File: src/rtl/rdiv_pkg.sv
package rdiv_pkg;
  // Controller phases of the divider
  typedef enum logic [1:0] {
    ST_IDLE = 2'd0,
    ST_RUN  = 2'd1,
    ST_DONE = 2'd2
  } rdiv_state_e;
endpackage

File: src/rtl/rdiv_prep.sv
// Operand conditioning: magnitudes, result sign decisions, zero detect.
module rdiv_prep #(
  parameter int W = 32
) (
  input  logic [W-1:0] dividend,
  input  logic [W-1:0] divisor,
  input  logic         is_signed,
  output logic [W-1:0] mag_dividend,
  output logic [W-1:0] mag_divisor,
  output logic         flip_quo,
  output logic         flip_rem,
  output logic         zero_div
);
  logic a_neg, b_neg;

  always_comb begin
    a_neg        = is_signed & dividend[W-1];
    b_neg        = is_signed & divisor[W-1];
    mag_dividend = a_neg ? (~dividend + 1'b1) : dividend;
    mag_divisor  = b_neg ? (~divisor + 1'b1) : divisor;
    flip_quo     = a_neg ^ b_neg;
    flip_rem     = a_neg;
    zero_div     = (divisor == '0);
  end
endmodule

File: src/rtl/rdiv_step.sv
// One restoring step: trial subtract, keep or restore, shift quotient and divisor.
module rdiv_step #(
  parameter int W = 32
) (
  input  logic [2*W-1:0] rem_cur,
  input  logic [2*W-1:0] dvs_cur,
  input  logic [W-1:0]   quo_cur,
  output logic [2*W-1:0] rem_nxt,
  output logic [2*W-1:0] dvs_nxt,
  output logic [W-1:0]   quo_nxt
);
  localparam int DW = 2 * W;

  logic [DW:0] trial;
  logic        below;

  always_comb begin
    trial   = {1'b0, rem_cur} - {1'b0, dvs_cur};
    below   = trial[DW];
    // A negative trial leaves the old remainder in place (the restore)
    rem_nxt = below ? rem_cur : trial[DW-1:0];
    quo_nxt = {quo_cur[W-2:0], ~below};
    dvs_nxt = {1'b0, dvs_cur[DW-1:1]};
  end
endmodule

File: src/rtl/rdiv_fix.sv
// Applies the result signs to the magnitude quotient and remainder.
module rdiv_fix #(
  parameter int W = 32
) (
  input  logic [W-1:0] quo_mag,
  input  logic [W-1:0] rem_mag,
  input  logic         flip_quo,
  input  logic         flip_rem,
  output logic [W-1:0] quo_out,
  output logic [W-1:0] rem_out
);
  always_comb begin
    quo_out = flip_quo ? (~quo_mag + 1'b1) : quo_mag;
    rem_out = flip_rem ? (~rem_mag + 1'b1) : rem_mag;
  end
endmodule

File: src/rtl/rdiv_top.sv
module rdiv_top
  import rdiv_pkg::*;
#(
  parameter int W = 32
) (
  input  logic         clk,
  input  logic         rst,
  input  logic         in_valid,
  output logic         in_ready,
  input  logic [W-1:0] in_dividend,
  input  logic [W-1:0] in_divisor,
  input  logic         in_signed,
  output logic         out_valid,
  input  logic         out_ready,
  output logic [W-1:0] out_quotient,
  output logic [W-1:0] out_remainder,
  output logic         out_div_zero
);
  localparam int DW    = 2 * W;
  localparam int STEPS = W + 1;
  localparam int CW    = $clog2(STEPS + 1);
  localparam logic [CW-1:0] LAST = CW'(STEPS - 1);

  rdiv_state_e   st_q;
  logic [DW-1:0] rem_q, dvs_q;
  logic [W-1:0]  quo_q;
  logic [CW-1:0] cnt_q;
  logic          fq_q, fr_q, dz_q;

  logic [W-1:0]  mag_a, mag_b;
  logic          flip_q, flip_r, zero_b;
  logic [DW-1:0] rem_n, dvs_n;
  logic [W-1:0]  quo_n;

  rdiv_prep #(.W(W)) u_prep (
    .dividend     (in_dividend),
    .divisor      (in_divisor),
    .is_signed    (in_signed),
    .mag_dividend (mag_a),
    .mag_divisor  (mag_b),
    .flip_quo     (flip_q),
    .flip_rem     (flip_r),
    .zero_div     (zero_b)
  );

  rdiv_step #(.W(W)) u_step (
    .rem_cur (rem_q),
    .dvs_cur (dvs_q),
    .quo_cur (quo_q),
    .rem_nxt (rem_n),
    .dvs_nxt (dvs_n),
    .quo_nxt (quo_n)
  );

  rdiv_fix #(.W(W)) u_fix (
    .quo_mag  (quo_q),
    .rem_mag  (rem_q[W-1:0]),
    .flip_quo (fq_q),
    .flip_rem (fr_q),
    .quo_out  (out_quotient),
    .rem_out  (out_remainder)
  );

  always_ff @(posedge clk) begin
    if (rst) begin
      st_q  <= ST_IDLE;
      rem_q <= '0;
      dvs_q <= '0;
      quo_q <= '0;
      cnt_q <= '0;
      fq_q  <= 1'b0;
      fr_q  <= 1'b0;
      dz_q  <= 1'b0;
    end else begin
      case (st_q)
        ST_IDLE: begin
          if (in_valid) begin
            cnt_q <= '0;
            if (zero_b) begin
              // Zero divisor: finish at once, dividend passes through as remainder
              st_q  <= ST_DONE;
              rem_q <= {{W{1'b0}}, in_dividend};
              quo_q <= '1;
              fq_q  <= 1'b0;
              fr_q  <= 1'b0;
              dz_q  <= 1'b1;
            end else begin
              st_q  <= ST_RUN;
              rem_q <= {{W{1'b0}}, mag_a};
              dvs_q <= {mag_b, {W{1'b0}}};
              quo_q <= '0;
              fq_q  <= flip_q;
              fr_q  <= flip_r;
              dz_q  <= 1'b0;
            end
          end
        end
        ST_RUN: begin
          rem_q <= rem_n;
          dvs_q <= dvs_n;
          quo_q <= quo_n;
          cnt_q <= cnt_q + 1'b1;
          if (cnt_q == LAST) st_q <= ST_DONE;
        end
        ST_DONE: begin
          if (out_ready) st_q <= ST_IDLE;
        end
        default: st_q <= ST_IDLE;
      endcase
    end
  end

  assign in_ready     = (st_q == ST_IDLE);
  assign out_valid    = (st_q == ST_DONE);
  assign out_div_zero = dz_q;
endmodule

File: config.mk
export PLATFORM = sky130hd
export DESIGN_NAME = rdiv_top
export DESIGN_NICKNAME = d
export VERILOG_FILES = /design/src/rtl/rdiv_pkg.sv /design/src/rtl/rdiv_prep.sv /design/src/rtl/rdiv_step.sv /design/src/rtl/rdiv_fix.sv /design/src/rtl/rdiv_top.sv
export SDC_FILE = /design/constraint.sdc
export NUM_CORES = 1
export LEC_CHECK = 0
export BUFFER_PORTS_ARGS = -buffer_cell sky130_fd_sc_hd__buf_2
export CAP_MARGIN = 10
export CORE_MARGIN = 4
export CORE_UTILIZATION = 61
export CTS_BUF_LIST = sky130_fd_sc_hd__clkbuf_16
export DETAILED_ROUTE_END_ITERATION = 8
export MAX_ROUTING_LAYER = met4
export PLACE_DENSITY = 0.82
export SETUP_SLACK_MARGIN = 0.1
export SLEW_MARGIN = 20
export SYNTH_ARGS = -nofsm -noshare
export SYNTH_HDL_FRONTEND = slang
export SYNTH_SLANG_ARGS = --single-unit
export TNS_END_PERCENT = 30
File: constraint.sdc
create_clock -name clk -period 5.1 [get_ports clk]
set_input_delay 1.275 -clock clk [delete_from_list [all_inputs] [get_ports clk]]
set_output_delay 1.275 -clock clk [all_outputs]
set_load 0.005 [all_outputs]
### Word level (Yosys, flattened, before mapping)

Index checks and enable logic that the tools add are counted.

| cells by class | value |
|---|---|
| reduce and logical (&&, ||, !) cells | 8 |
| bitwise operators | 8 |
| equality and inequality tests | 8 |
| multiplexer cells | 24 |
| add/sub/neg operators | 6 |

Operator list:

| kind | number |
|---|---|
| $mux W64 | 4 |
| $pmux W64 S2 | 2 |
| $mux W32 | 7 |
| $add A32 B1 Y32 const B | 4 |
| $not A32 Y32 | 4 |
| $sub A64 B64 Y65 | 1 |
| $pmux W32 S2 | 1 |
| $logic_not A32 Y1 | 1 |
| $pmux W6 S2 | 1 |
| $reduce_and A3 Y1 | 3 |
| $mux W2 | 4 |
| $ne A2 B2 Y1 const B | 4 |
| $add A6 B1 Y6 const B | 1 |
| $eq A6 B6 Y1 const B | 1 |
| $mux W6 | 1 |
| $pmux W2 S3 | 1 |
| $reduce_and A2 Y1 | 2 |
| $mux W1 | 3 |
| $and A1 B1 Y1 | 2 |
| $eq A2 B1 Y1 const B | 1 |
| $eq A2 B2 Y1 const B | 1 |
| $logic_not A2 Y1 | 1 |
| $ne A2 B1 Y1 const B | 1 |
| $reduce_bool A2 Y1 | 1 |
| 2 further kinds | 2 |

| word-level totals | value |
|---|---|
| input port bits | 69 |
| word-level logic and storage cells | 62 |
| output and inout port bits | 67 |
| flip-flop bits (word level) | 171 |

### Longest topological paths before layout

Gate-level depths: netlist (run 1).

| depth | value |
|---|---|
| depth after elaboration | 6 |
| depth in mapped cells | 16 |
| depth with buffers taken out | 13 |

### Modules after synthesis

Synthesis (run 1) repeated with hierarchy kept, for this count alone.

| second synthesis, totals | value |
|---|---|
| cell total of the unflattened synthesis | 2020 |
| area total of the unflattened synthesis | 15294.7 um^2 |

Modules (own cells, without submodules):

| module | instances | area each (um^2) | cells an instance |
|---|---|---|---|
| rdiv_top | 1 | 6802.8 | 712 |
| rdiv_step | 1 | 5431.5 | 875 |
| rdiv_prep | 1 | 1582.8 | 239 |
| rdiv_fix | 1 | 1477.7 | 194 |

### Least setup slack after synthesis (run 1)

No wires, ideal clock.

| timing path | value |
|---|---|
| path kind | register to output |
| start point | reg rem_q[2] |
| end point | out out_remainder[30] |
| required time | 3.825 ns |
| arrival | 2.795 ns |
| slack | 1.030 ns |
| buffers on the path | 0 |
| stages on the path, launching flop included | 10 |
| path through | dfxtp_1 -> nor4_2 -> nand2b_1 -> or3b_1 -> or3_1 -> or4_1 -> or3_4 -> nand2b_1 -> o21ai_0 -> xnor2_1 |

| on the way | value |
|---|---|
| cells in the longest elaborated chain, start to end | 3 |

RTL lines:

| element | line | source |
|---|---|---|
| start: declaration | rdiv_top.sv:25 | `logic [DW-1:0] rem_q, dvs_q;` |
| start signal: assignment | rdiv_top.sv:82 | `rem_q <= {{W{1'b0}}, in_dividend};` |
| start signal: assignment | rdiv_top.sv:89 | `rem_q <= {{W{1'b0}}, mag_a};` |
| start signal: assignment | rdiv_top.sv:99 | `rem_q <= rem_n;` |
| $not A32 Y32 | rdiv_fix.sv:14 | `rem_out = flip_rem ? (~rem_mag + 1'b1) : rem_mag;` |
| $add A32 B1 Y32 | rdiv_fix.sv:14 |  |
| $mux W32 | rdiv_fix.sv:14 |  |
| end: declaration | rdiv_top.sv:16 | `output logic [W-1:0] out_remainder,` |

No other way between the ends.

### Final worst setup path (run 1)

| timing path | value |
|---|---|
| start point | reg rem_q[3] |
| end point | out out_remainder[28] |

The elaborated chain is that of the path after synthesis.

==> results.md, run 1 <==
* Outcome: complete, no violations
* GRT Util Overall at between 20 and 30%
* Port bufs at 135
* Startpoint type of the worst setup path: flip-flop
* FFs w/ async S/R, synth at 0%
* Clk_skew at 0.0158 ns
* FMAX at roughly 0.21 GHz
* Cell Chain, Critical Path: nor4_2 -> nand2b_1 -> or3b_1 -> or3_1 -> or4_1 -> or3_4 -> nand2b_1 -> o21ai_1 -> xnor2_1 -> buf_2
* Post-route DRC at 0
* DR vias/cell at 6.22
* Final Slew Violations at 0
* Root buf cell: clkbuf_16
* CP required at approximately 3.8 ns
* Ant diodes at 0
* Area of the multi-input gates at 8760 µm²
* Synth cell types at 72
* IO Pins at 136
* Commonest non-fill, non-tap cell in the layout: nand2_1
* Mapped Avg Cell Area at roughly 7.4 µm²
* First-pass GRT wire length at 58.9 mm
* Iteration-0 DRC Markers at 896
* Die height at 154 µm
* First-pass iteration count of the detailed router at 7
* CP max FO at 6
* Minimum clock period after layout at 4.84 ns
* Initial core utilization at 62.0%
* Setup Viol. Count Final at 0
* # clock sinks at 171
* Setup TNS at 0 ns
* RSZ-0062 raised after global routing: yes
* CTS max path bufs at 2
* CTS buffer count at 17
* CORE AREA at about 21000 µm²
* Synth warn at 0
* Crit path largest cell delay at 0.47 ns
* Hold Fails Final Rpt at 0
* Worst min path class: flip-flop to flip-flop
* DR WL/cell at approximately 17 µm
* Die X-Extent at approximately 150 µm
* Cell mode on critical path: nand2b_1
* Inst Count DP at 2072
* Routed WL at 35.6 mm
* Flops & latches, synth at 171
* Synth top area share at 26.3%
* Synth Cell Area at 13000 µm²
* Worst path bufs/invs at 1
* Post-Synthesis Cells at 1751
* Slew @ Worst Pin at 0.979 ns
* Initial antenna violation count at 0
* Register Area at between 3000 and 4000 µm²
* Non-filler cells, final at 2104
* Vias in the first global route at 12400
* Area leader, netlist: dfxtp_1
* Pwr per Cell Area at 570 nW/µm²
* Commonest non-fill, non-tap cells in the layout: nand2_1, a21oi_1, dfxtp_1
* Max-cap viol count at 0
* Die Footprint at 23700 µm²
* Fin nets at 1956
* Largest net degree at the start of global routing at 86
* Sequential fraction of the synthesis area at a little over a quarter
* LEAKAGE at ~6 nW
* CP max stage cell: or4_1
* CP delay by family, top: simple AND/OR/NAND/NOR gates
* Area contributors post-synth: dfxtp_1, xnor2_1, a21oi_1, nand2_1, ha_1
* CTS H-tree lvls at 4
* CP arrival at ~3.6 ns
* Ys flop type: dfxtp_1
* Setup CP Type: flip-flop to output port
* Crit. End Element: output port
* Slew HR at 34.6%
* Proportion of layout cells with a drive suffix above 1 at 12.1%
* Rows at 53
* Postcts setup bufs at 0
* DR vias at 13100
* Worst-path clk slew at approximately 0.070 ns
* Fillcell total at about 1800
* Layout area overhead at 10.6%
* CTS tree: yes
* EDFF count, synth at 0
* RePlAce Congestion at 0.972
* Tcrit/Tclk final at 94.9%
* Worst VDD drop at 0.311 mV
* DRT antenna net count at 0
* Syn Nets at 1891
* Hpwl dp at between 20 and 30 mm
* Skew-Pair Late Insertion Delay at about 0.43 ns
* Total grt overflow at 0
==> metal layers <==
layer | vias to the layer above | wire length [µm] | GRT usage [%]
met5 | - | 0 | -
met4 | 0 | 995 | 9.55
met3 | 90 | 2020 | 4.22
met2 | 452 | 17500 | 51.4
met1 | 6149 | 15100 | 36.1
li1 | 6396 | - | -
==> final timing paths <==
kind	from	end	slack (ns)	cells after the start
hold reg to reg	dvs_q[4]	dvs_q[3]	0.46	2
setup / recovery	rem_q[3]	out_remainder[28]	0.26	10
setup reg to reg	dvs_q[8]	rem_q[49]	0.99	12
hold / removal	dvs_q[4]	dvs_q[3]	0.46	2
==> through the flow <==
| stage | util (%) | cell area, µm² | worst slack (ns) | hold WS, ns | total power [W] |
|---|---|---|---|---|---|
| 6_report | 68.6 | 14400 | 0.259 | 0.462 | 0.00819 |
| 5_1_grt | 68.6 | 14400 | 0.0865 | 0.490 | 0.00883 |
| 4_1_cts | 68.5 | 14400 | 0.164 | 0.467 | 0.00812 |
| 3_5_place_dp | 65.7 | 13800 | 0.634 | 0.458 | 0.00677 |
| 3_3_place_gp | 65.7 | 13800 | 0.690 | 0.445 | 0.00669 |
| 2_1_floorplan | - | 13000 | 1.03 | 0.436 | 0.00562 |
==> repair_timing <==
| item | 4_1_cts | 5_1_grt |
|---|---|---|
| endpoints found under the setup margin | 0 | 5 |
| gates resized for setup | 0 | 3 |
| hold buffers | 0 | 0 |
==> tightest hold or removal path, cell delays in order, from the launching register on <==
cell and delay (ns):
dfxtp_1 0.32, nand2_1 0.06, a21oi_1 0.05
==> power breakdown <==
part           internal (W)  switching (W)
sequential          0.00157       0.000240
combinational       0.00211        0.00296
clock              0.000694       0.000613
==> cells in the mapped netlist (all sizes together), types with 32 or more instances <==
| cell type | count |
|---|---|
| a21oi | 213 |
| inv | 103 |
| a22oi | 32 |
| ha | 70 |
| dfxtp | 171 |
| xor2 | 53 |
| xnor2 | 124 |
| nor2 | 92 |
| clkbuf | 92 |
| nand3 | 49 |
| o21ai | 87 |
| nand2 | 238 |
| o211ai | 62 |
==> layout make-up <==
cell class	count	share of cell area [%]
timing repair buffer	159	6.06
sequential	171	23.8
multi-input combinational	1364	61.0
clock buffer	17	2.96
clock inverter	15	1.10
inverter	103	2.69
tap	275	2.40
==> cell families after synthesis <==
group           after synthesis  synth area share (%)
simple gates                529                  19.0
flops                       171                  26.3
compound gates              587                  29.3
fa+ha+maj                    71                  6.89
xor+xnor                    177                  11.9
buf+inv                     216                  6.52
==> state kept, by name (all words and copies together) (netlist names) <==
register	flops
cnt_q	6
dvs_q	64
rem_q	64
fq_q	1
out_div_zero	1
st_q	2
fr_q	1
quo_q	32
No activity file was read; power rests on OpenSTA's default activity.
==> inputs of run 2 (changes only) <==
--- a/config.mk
+++ b/config.mk
@@ -5,12 +5,14 @@
 export SDC_FILE = /design/constraint.sdc
 export NUM_CORES = 1
 export LEC_CHECK = 0
+export ABC_AREA = 1
 export BUFFER_PORTS_ARGS = -buffer_cell sky130_fd_sc_hd__buf_2
 export CAP_MARGIN = 10
 export CORE_MARGIN = 4
-export CORE_UTILIZATION = 61
+export CORE_UTILIZATION = 62
 export CTS_BUF_LIST = sky130_fd_sc_hd__clkbuf_16
 export DETAILED_ROUTE_END_ITERATION = 8
+export GPL_TIMING_DRIVEN = 0
 export MAX_ROUTING_LAYER = met4
 export PLACE_DENSITY = 0.82
 export SETUP_SLACK_MARGIN = 0.1
==> run 2 against run 1 <==
  * Sequential share of layout area shrank 4.7 points
  * Fmax grew 17%
  * Register-to-register slack better by 0.83 ns
  * Setup slack improved by 0.69 ns
  * The run now ends with DRC left
==> results.md, run 2 <==
* Total power at between 0.007 and 0.008 W
* Synth warn at 0
* GRT Util Overall at 40.1%
* Startpoint type of the worst setup path: flip-flop
* Worst-path clk slew at around 0.07 ns
* Crit. Startpoint: rem_q[1]
* Sequential fraction of the synthesis area at 21.1%
* CP required at 3.83 ns
* Iteration-0 DRC Markers at approximately 2300
* Layout area overhead at 10.3%
* Setup Viol. Count Final at 0
* Worst hold endpoint: dvs_q[61]
* Fin area at 17900 µm²
* Proportion of layout cells with a drive suffix above 1 at 6.88%
* Worst flop-to-flop path endpoint: rem_q[24]
* Vias in the first global route at 17500
* Biggest regs: dvs_q: 64 flops, rem_q: 64 flops, quo_q: 32 flops
* DR vias/cell at 5.67
* CP max FO at 4
* Crit. End Element: output port
* Busiest metal layer after global routing: met2
* Root buf cell: clkbuf_16
* Post-route DRC at 1
* Setup TNS at 0 ns
* Combinational Power Share at 60.4%
* Failing checks: DRC
* Clk pwr share at 18.1%
* Syn Nets at 3126
* Hold Fails Final Rpt at 0
* First-pass GRT wire length at 89.3 mm
* FFs w/ async S/R, synth at 0%
* Met3 Usage GRT at 5.94%
* Cell internal pwr at around 0.0036 W
* R2r worst-path depth at 18
* Area contributors post-synth: nand2_1, dfxtp_1, inv_1, a21oi_1, nor2_1
* Mapped Avg Cell Area at 5.43 µm²
* First-pass iteration count of the detailed router at 9
* Flops & latches, synth at 171
* Die Footprint at roughly 29000 µm²
* Pwr per Cell Area at 424 nW/µm²
* LEAKAGE at between 9 and 10 nW
* Reg-to-Reg Start: rem_q[0]
* # clock sinks at 171
* EDFF count, synth at 0
* CTS buffer count at 17
* Die X-Extent at 170 µm
* Postcts setup bufs at 0
* FMAX at 0.241 GHz
* Hold-fix buffer count after cts at 0
* Initial antenna violation count at 1
* Hold_sp: dvs_q[61]
* CTS H-tree lvls at 4
* DR vias at 19700
* CORE AREA at around 25000 µm²
* Fillcell total at between 2000 and 2500
* Sw Ratio at 52.7%
* Outcome: finished, violations left
* Die height at 170 µm
* Post-Synthesis Cells at 2986
* Worst min path class: flip-flop to flip-flop
* DRT antenna net count at 0
* Ys flop type: dfxtp_1
* CTS max path bufs at 2
* Synth cell types at 43
* Most instantiated library cell after synthesis: nand2_1
* Min-Delay Path Depth at 2
* Worst VDD drop at 0.273 mV
* Synth top area share at between 20% and 30%
* CP arrival at 2.87 ns
* M2 GR Usage at roughly 62%
* Slew HR at 31.1%
* Final WS setup at 0.953 ns
* Max-cap viol count at 0
* Pre-CTS WS at 1.32 ns
* CTS tree: yes
* RSZ-0062 raised after global routing: no
* Total grt overflow at 0
* Initial core utilization at 63.7%
* Commonest non-fill, non-tap cell in the layout: nand2_1
* Flop pwr share at 21.6%
* R2R Setup Slk at 1.82 ns
* IO Pins at 136
* Fin nets at 3279
* Sw power at 0.00400 W
* Commonest non-fill, non-tap cells in the layout: nand2_1, inv_1, nor2_1
* Setup CP Type: flip-flop to output port
* Area leader, netlist: nand2_1
* Largest net degree at the start of global routing at 18
* Port bufs at 134
* Synth Cell Area at approximately 16000 µm²
* Clk_skew at 0.0211 ns
* Final Slew Violations at 0
* Met1 usage at between 40% and 50%
* Rows at 58
* Minimum clock period after layout at 4.15 ns
* Slew @ Worst Pin at 1.03 ns
* DR WL/cell at 16.8 µm
* RePlAce Congestion at 1.09
* Skew-Pair Late Insertion Delay at 0.46 ns
* Commonest cells post-synth: nand2_1, inv_1, nor2_1, a21oi_1, nand3_1
* Routed WL at 58.5 mm
* Placed cell area at 17300 µm²
* Tcrit/Tclk final at 81.3%
* Hpwl dp at roughly 47 mm
* Cts repair resizes at 0
run 2: cell count changes after synthesis, sizes merged, moves of 59 or more:
| cell | delta |
|---|---|
| o211ai | -59 |
| nand2 | +795 |
| xnor2 | -100 |
| inv | +447 |
| nor2 | +199 |
| nand3 | +126 |
run 2: how the worst max path moves through the flow:
stage / cells after the start / endpoint
2_1_floorplan: 10 / out_remainder[28]
3_3_place_gp: 15 / rem_q[24]
3_5_place_dp: 14 / rem_q[25]
4_1_cts: 11 / out_remainder[26]
5_1_grt: 11 / out_remainder[28]
6_report: 11 / out_remainder[28]
run 2: layout make-up:
| type | instances | area (µm²) | share of cell area (%) |
|---|---|---|---|
| Multi-Input combinational cell | 2176 | 10300 | 57.7 |
| Sequential cell | 171 | 3420 | 19.1 |
| Inverter | 554 | 2080 | 11.6 |
| Timing Repair Buffer | 134 | 671 | 3.75 |
| Clock buffer | 17 | 425 | 2.38 |
| Tap cell | 330 | 413 | 2.31 |
| Buffer | 85 | 395 | 2.21 |
| Clock inverter | 15 | 156 | 0.874 |
| Antenna cell | 1 | 2.50 | 0.0140 |
run 2: cell families (layout without fill, tap and decap cells):
| kind of cell | after synthesis | in the layout | share of synthesized area, % |
|---|---|---|---|
| other | 0 | 1 | 0 |
| AO/OA/AOI/OAI | 444 | 444 | 14.7 |
| buffers and inverters | 639 | 805 | 15.3 |
| flip-flops | 171 | 171 | 21.1 |
| AND/OR/NAND/NOR | 1595 | 1595 | 39.9 |
| adder cells (fa/ha/maj) | 71 | 71 | 5.52 |
| XOR/XNOR | 66 | 66 | 3.56 |
run 2: power by group through the flow:
stage                     logic, W  registers (W)  clock network (W)
after detailed placement   0.00442        0.00166                  0
after global routing       0.00509        0.00165            0.00142
after global placement     0.00435        0.00165                  0
after floorplan            0.00318        0.00161                  0
final                      0.00458        0.00164            0.00137
after CTS                  0.00445        0.00163            0.00135
run 2: through the flow:
step / hold WS, ns / instances / utilization, %
5_1_grt: 0.481 / 3483 / 70.2
3_5_place_dp: 0.457 / 3450 / 67.9
2_1_floorplan: 0.443 / 2986 / -
4_1_cts: 0.468 / 3482 / 70.2
3_3_place_gp: 0.450 / 3450 / 67.9
6_report: 0.471 / 3483 / 70.2
run 2: worst max-delay path: stages (launching register included):
cell and delay, ns:
dfxtp_1 0.34, inv_1 0.18, ha_1 0.21, nand3_1 0.14
nor2_1 0.18, nand2_1 0.13, nor2_1 0.26, nand3_1 0.14
o21ai_0 0.34, o21ai_0 0.19, xor2_1 0.18, buf_2 0.14
run 2: layer usage:
| metal | vias up | share of wire (%) |
|---|---|---|
| li1 | 9586 | - |
| met1 | 8732 | 39 |
| met2 | 1152 | 44 |
| met3 | 275 | 9.5 |
| met4 | 0 | 7.7 |
| met5 | - | 0 |
==> inputs of run 3 (changes only) <==
--- a/config.mk
+++ b/config.mk
@@ -9,12 +9,12 @@
 export BUFFER_PORTS_ARGS = -buffer_cell sky130_fd_sc_hd__buf_2
 export CAP_MARGIN = 10
 export CORE_MARGIN = 4
-export CORE_UTILIZATION = 62
+export CORE_UTILIZATION = 56
 export CTS_BUF_LIST = sky130_fd_sc_hd__clkbuf_16
 export DETAILED_ROUTE_END_ITERATION = 8
 export GPL_TIMING_DRIVEN = 0
 export MAX_ROUTING_LAYER = met4
-export PLACE_DENSITY = 0.82
+export PLACE_DENSITY = 0.78
 export SETUP_SLACK_MARGIN = 0.1
 export SLEW_MARGIN = 20
 export SYNTH_ARGS = -nofsm -noshare
==> constraint.sdc (replaced) <==
create_clock -name clk -period 3.4 [get_ports clk]
set_input_delay 0.85 -clock clk [delete_from_list [all_inputs] [get_ports clk]]
set_output_delay 0.85 -clock clk [all_outputs]
set_load 0.005 [all_outputs]
==> run 3 against run 2 <==
  * The flow still finishes with violations (DRC)
  * Non-clock buffer count rose by 10
  * First-iteration DRC count fell by 22%
  * Clock-buffer cell count unchanged
  * Final area up 1.6%
  * Die area up 10%
  * Sequential power grew 51%
  * Global-route usage decreased by 2.3 points
  * Power grew 52%
  * Via count is 2.0% lower
  * Clock power up 49%
==> results.md, run 3 (synthesis results as in run 2) <==
* Final WS setup at 0.159 ns
* Die X-Extent at 178 µm
* Worst-path clk slew at 0.06 ns
* DRT antenna net count at 0
* Setup Viol. Count Final at 0
* Startpoint type of the worst setup path: flip-flop
* CTS buffer count at 17
* Ant diodes at 0
* CTS max path bufs at 2
* DR vias at between 15000 and 20000
* RePlAce Congestion at 1.07
* Rows at slightly above 60
* Commonest non-fill, non-tap cell in the layout: nand2_1
* Routed WL at 60.0 mm
* Post-route DRC at 1
* Tcrit/Tclk final at roughly 95%
* Crit. End Element: output port
* Skew-Pair Late Insertion Delay at 0.47 ns
* Root buf cell: clkbuf_16
* Sw power at 0.00599 W
* CP max stage cell: dfxtp_1
* Clk pwr share at 17.6%
* Slew @ Worst Pin at 0.975 ns
* Largest net degree at the start of global routing at 17
* DR WL/cell at 16.9 µm
* Commonest non-fill, non-tap cells in the layout: nand2_1, inv_1, nor2_1
* RSZ-0062 raised after global routing: yes
* Proportion of layout cells with a drive suffix above 1 at 8.13%
* CP required at 2.55 ns
* Vias in the first global route at about 17000
* # clock sinks at approximately 170
* Worst path bufs/invs at 2
* Fin area at 18200 µm²
* Failing checks: DRC
* Cell Chain, Critical Path: inv_2 -> nand3_1 -> nor3_2 -> nand4_1 -> nor2_2 -> nand4_1 -> nor2_1 -> nand3_1 -> nand2_1 -> nand2_1 -> nand2_1 -> buf_2
* Combinational Power Share at 61.0%
* Cell internal pwr at 0.00554 W
* Fillcell total at 2917
* Clk_skew at 0.0186 ns
* Pwr per Cell Area at 635 nW/µm²
* Minimum clock period after layout at 3.24 ns
* Biggest regs: dvs_q: 64 flops, rem_q: 64 flops, quo_q: 32 flops
* Hpwl dp at 49.2 mm
* Worst VDD drop at between 0.4 and 0.5 mV
* DR vias/cell at 5.46
* FMAX at 0.309 GHz
* CP max FO at 3
* GRT Util Overall at 37.8%
* Final Slew Violations at 0
* Slew HR at 35.0%
* Sw Ratio at 51.9%
* Setup TNS at 0 ns
* Die Footprint at between 30000 and 40000 µm²
* Flop pwr share at 21.4%
* First-pass GRT wire length at between 90 and 100 mm
* Crit path largest cell delay at 0.34 ns
* CP delay by family, top: simple AND/OR/NAND/NOR gates
* Die height at about 180 µm
* Initial core utilization at 56.7%
* Placed cell area at roughly 17000 µm²
* Iteration-0 DRC Markers at roughly 1800
* Cell mode on critical path: nand2_1
* LEAKAGE at 9.83 nW
* CTS H-tree lvls at 4
* Outcome: finished, violations left
* Fin nets at 3289
* Initial antenna violation count at 0
* Port bufs at about 130
* Hold Fails Final Rpt at 0
* Pre-CTS WS at -0.0226 ns
* Worst min path class: flip-flop to flip-flop
* Total grt overflow at 0
* CP arrival at 2.39 ns
* IO Pins at 136
* CTS tree: yes
* CORE AREA at 28600 µm²
* First-pass iteration count of the detailed router at 9
* Setup CP Type: flip-flop to output port
* Layout area overhead at 12.0%
* Max-cap viol count at 0
run 3: final timing paths:
check	slack [ns]	cells after the start	endpoint	start
setup reg to reg	0.25	19	rem_q[16]	rem_q[0]
setup / recovery	0.16	12	out_quotient[31]	quo_q[1]
hold reg to reg	0.47	2	dvs_q[58]	dvs_q[58]
hold / removal	0.47	2	dvs_q[58]	dvs_q[58]
run 3: what timing repair did:
item	in CTS	in global routing
endpoints found under the setup margin	20	42
hold buffers	0	0
buffers inserted	3	7
resized for setup	14	37
pin swaps	5	13
run 3: metal layers:
| metal | track usage, % | routed length, µm | up-vias | share of wire [%] |
|---|---|---|---|---|
| li1 | - | - | 9598 | - |
| met1 | 47.3 | 25100 | 8770 | 42 |
| met2 | 60.8 | 27400 | 816 | 46 |
| met3 | 4.54 | 4140 | 164 | 6.9 |
| met4 | 18.2 | 3380 | 0 | 5.6 |
| met5 | - | 0 | - | 0 |
run 3: final cells by class:
| class | instances | area, µm² | area share, % |
|---|---|---|---|
| clock buffer | 17 | 425 | 2.34 |
| timing repair buffer | 144 | 746 | 4.10 |
| clock inverter | 14 | 156 | 0.860 |
| buffer | 85 | 395 | 2.18 |
| inverter | 554 | 2090 | 11.5 |
| multi-input combinational | 2176 | 10500 | 57.5 |
| sequential | 171 | 3430 | 18.9 |
| tap | 384 | 480 | 2.64 |
run 3: worst min-delay path: stages, from the launching register on:
cell and delay [ns]:
dfxtp_1 0.31, nand2_1 0.06, a21oi_1 0.05
run 3: metrics by stage:
| step | hold WS, ns | util, % | cells | total power (W) |
|---|---|---|---|---|
| after detailed placement | 0.458 | 60.7 | 3504 | 0.00921 |
| after global routing | 0.488 | 63.5 | 3545 | 0.0124 |
| after floorplan | 0.443 | - | 2986 | 0.00718 |
| after global placement | 0.450 | 60.7 | 3504 | 0.00911 |
| final | 0.466 | 63.5 | 3545 | 0.0115 |
| after CTS | 0.469 | 63.0 | 3538 | 0.0113 |
run 3: power groups by stage:
stage	combinational, W	clock [W]	sequential, W
after floorplan	0.00476	0	0.00242
after CTS	0.00680	0.00203	0.00245
final	0.00703	0.00204	0.00247
after global routing	0.00781	0.00211	0.00249
after detailed placement	0.00672	0	0.00249
after global placement	0.00663	0	0.00248
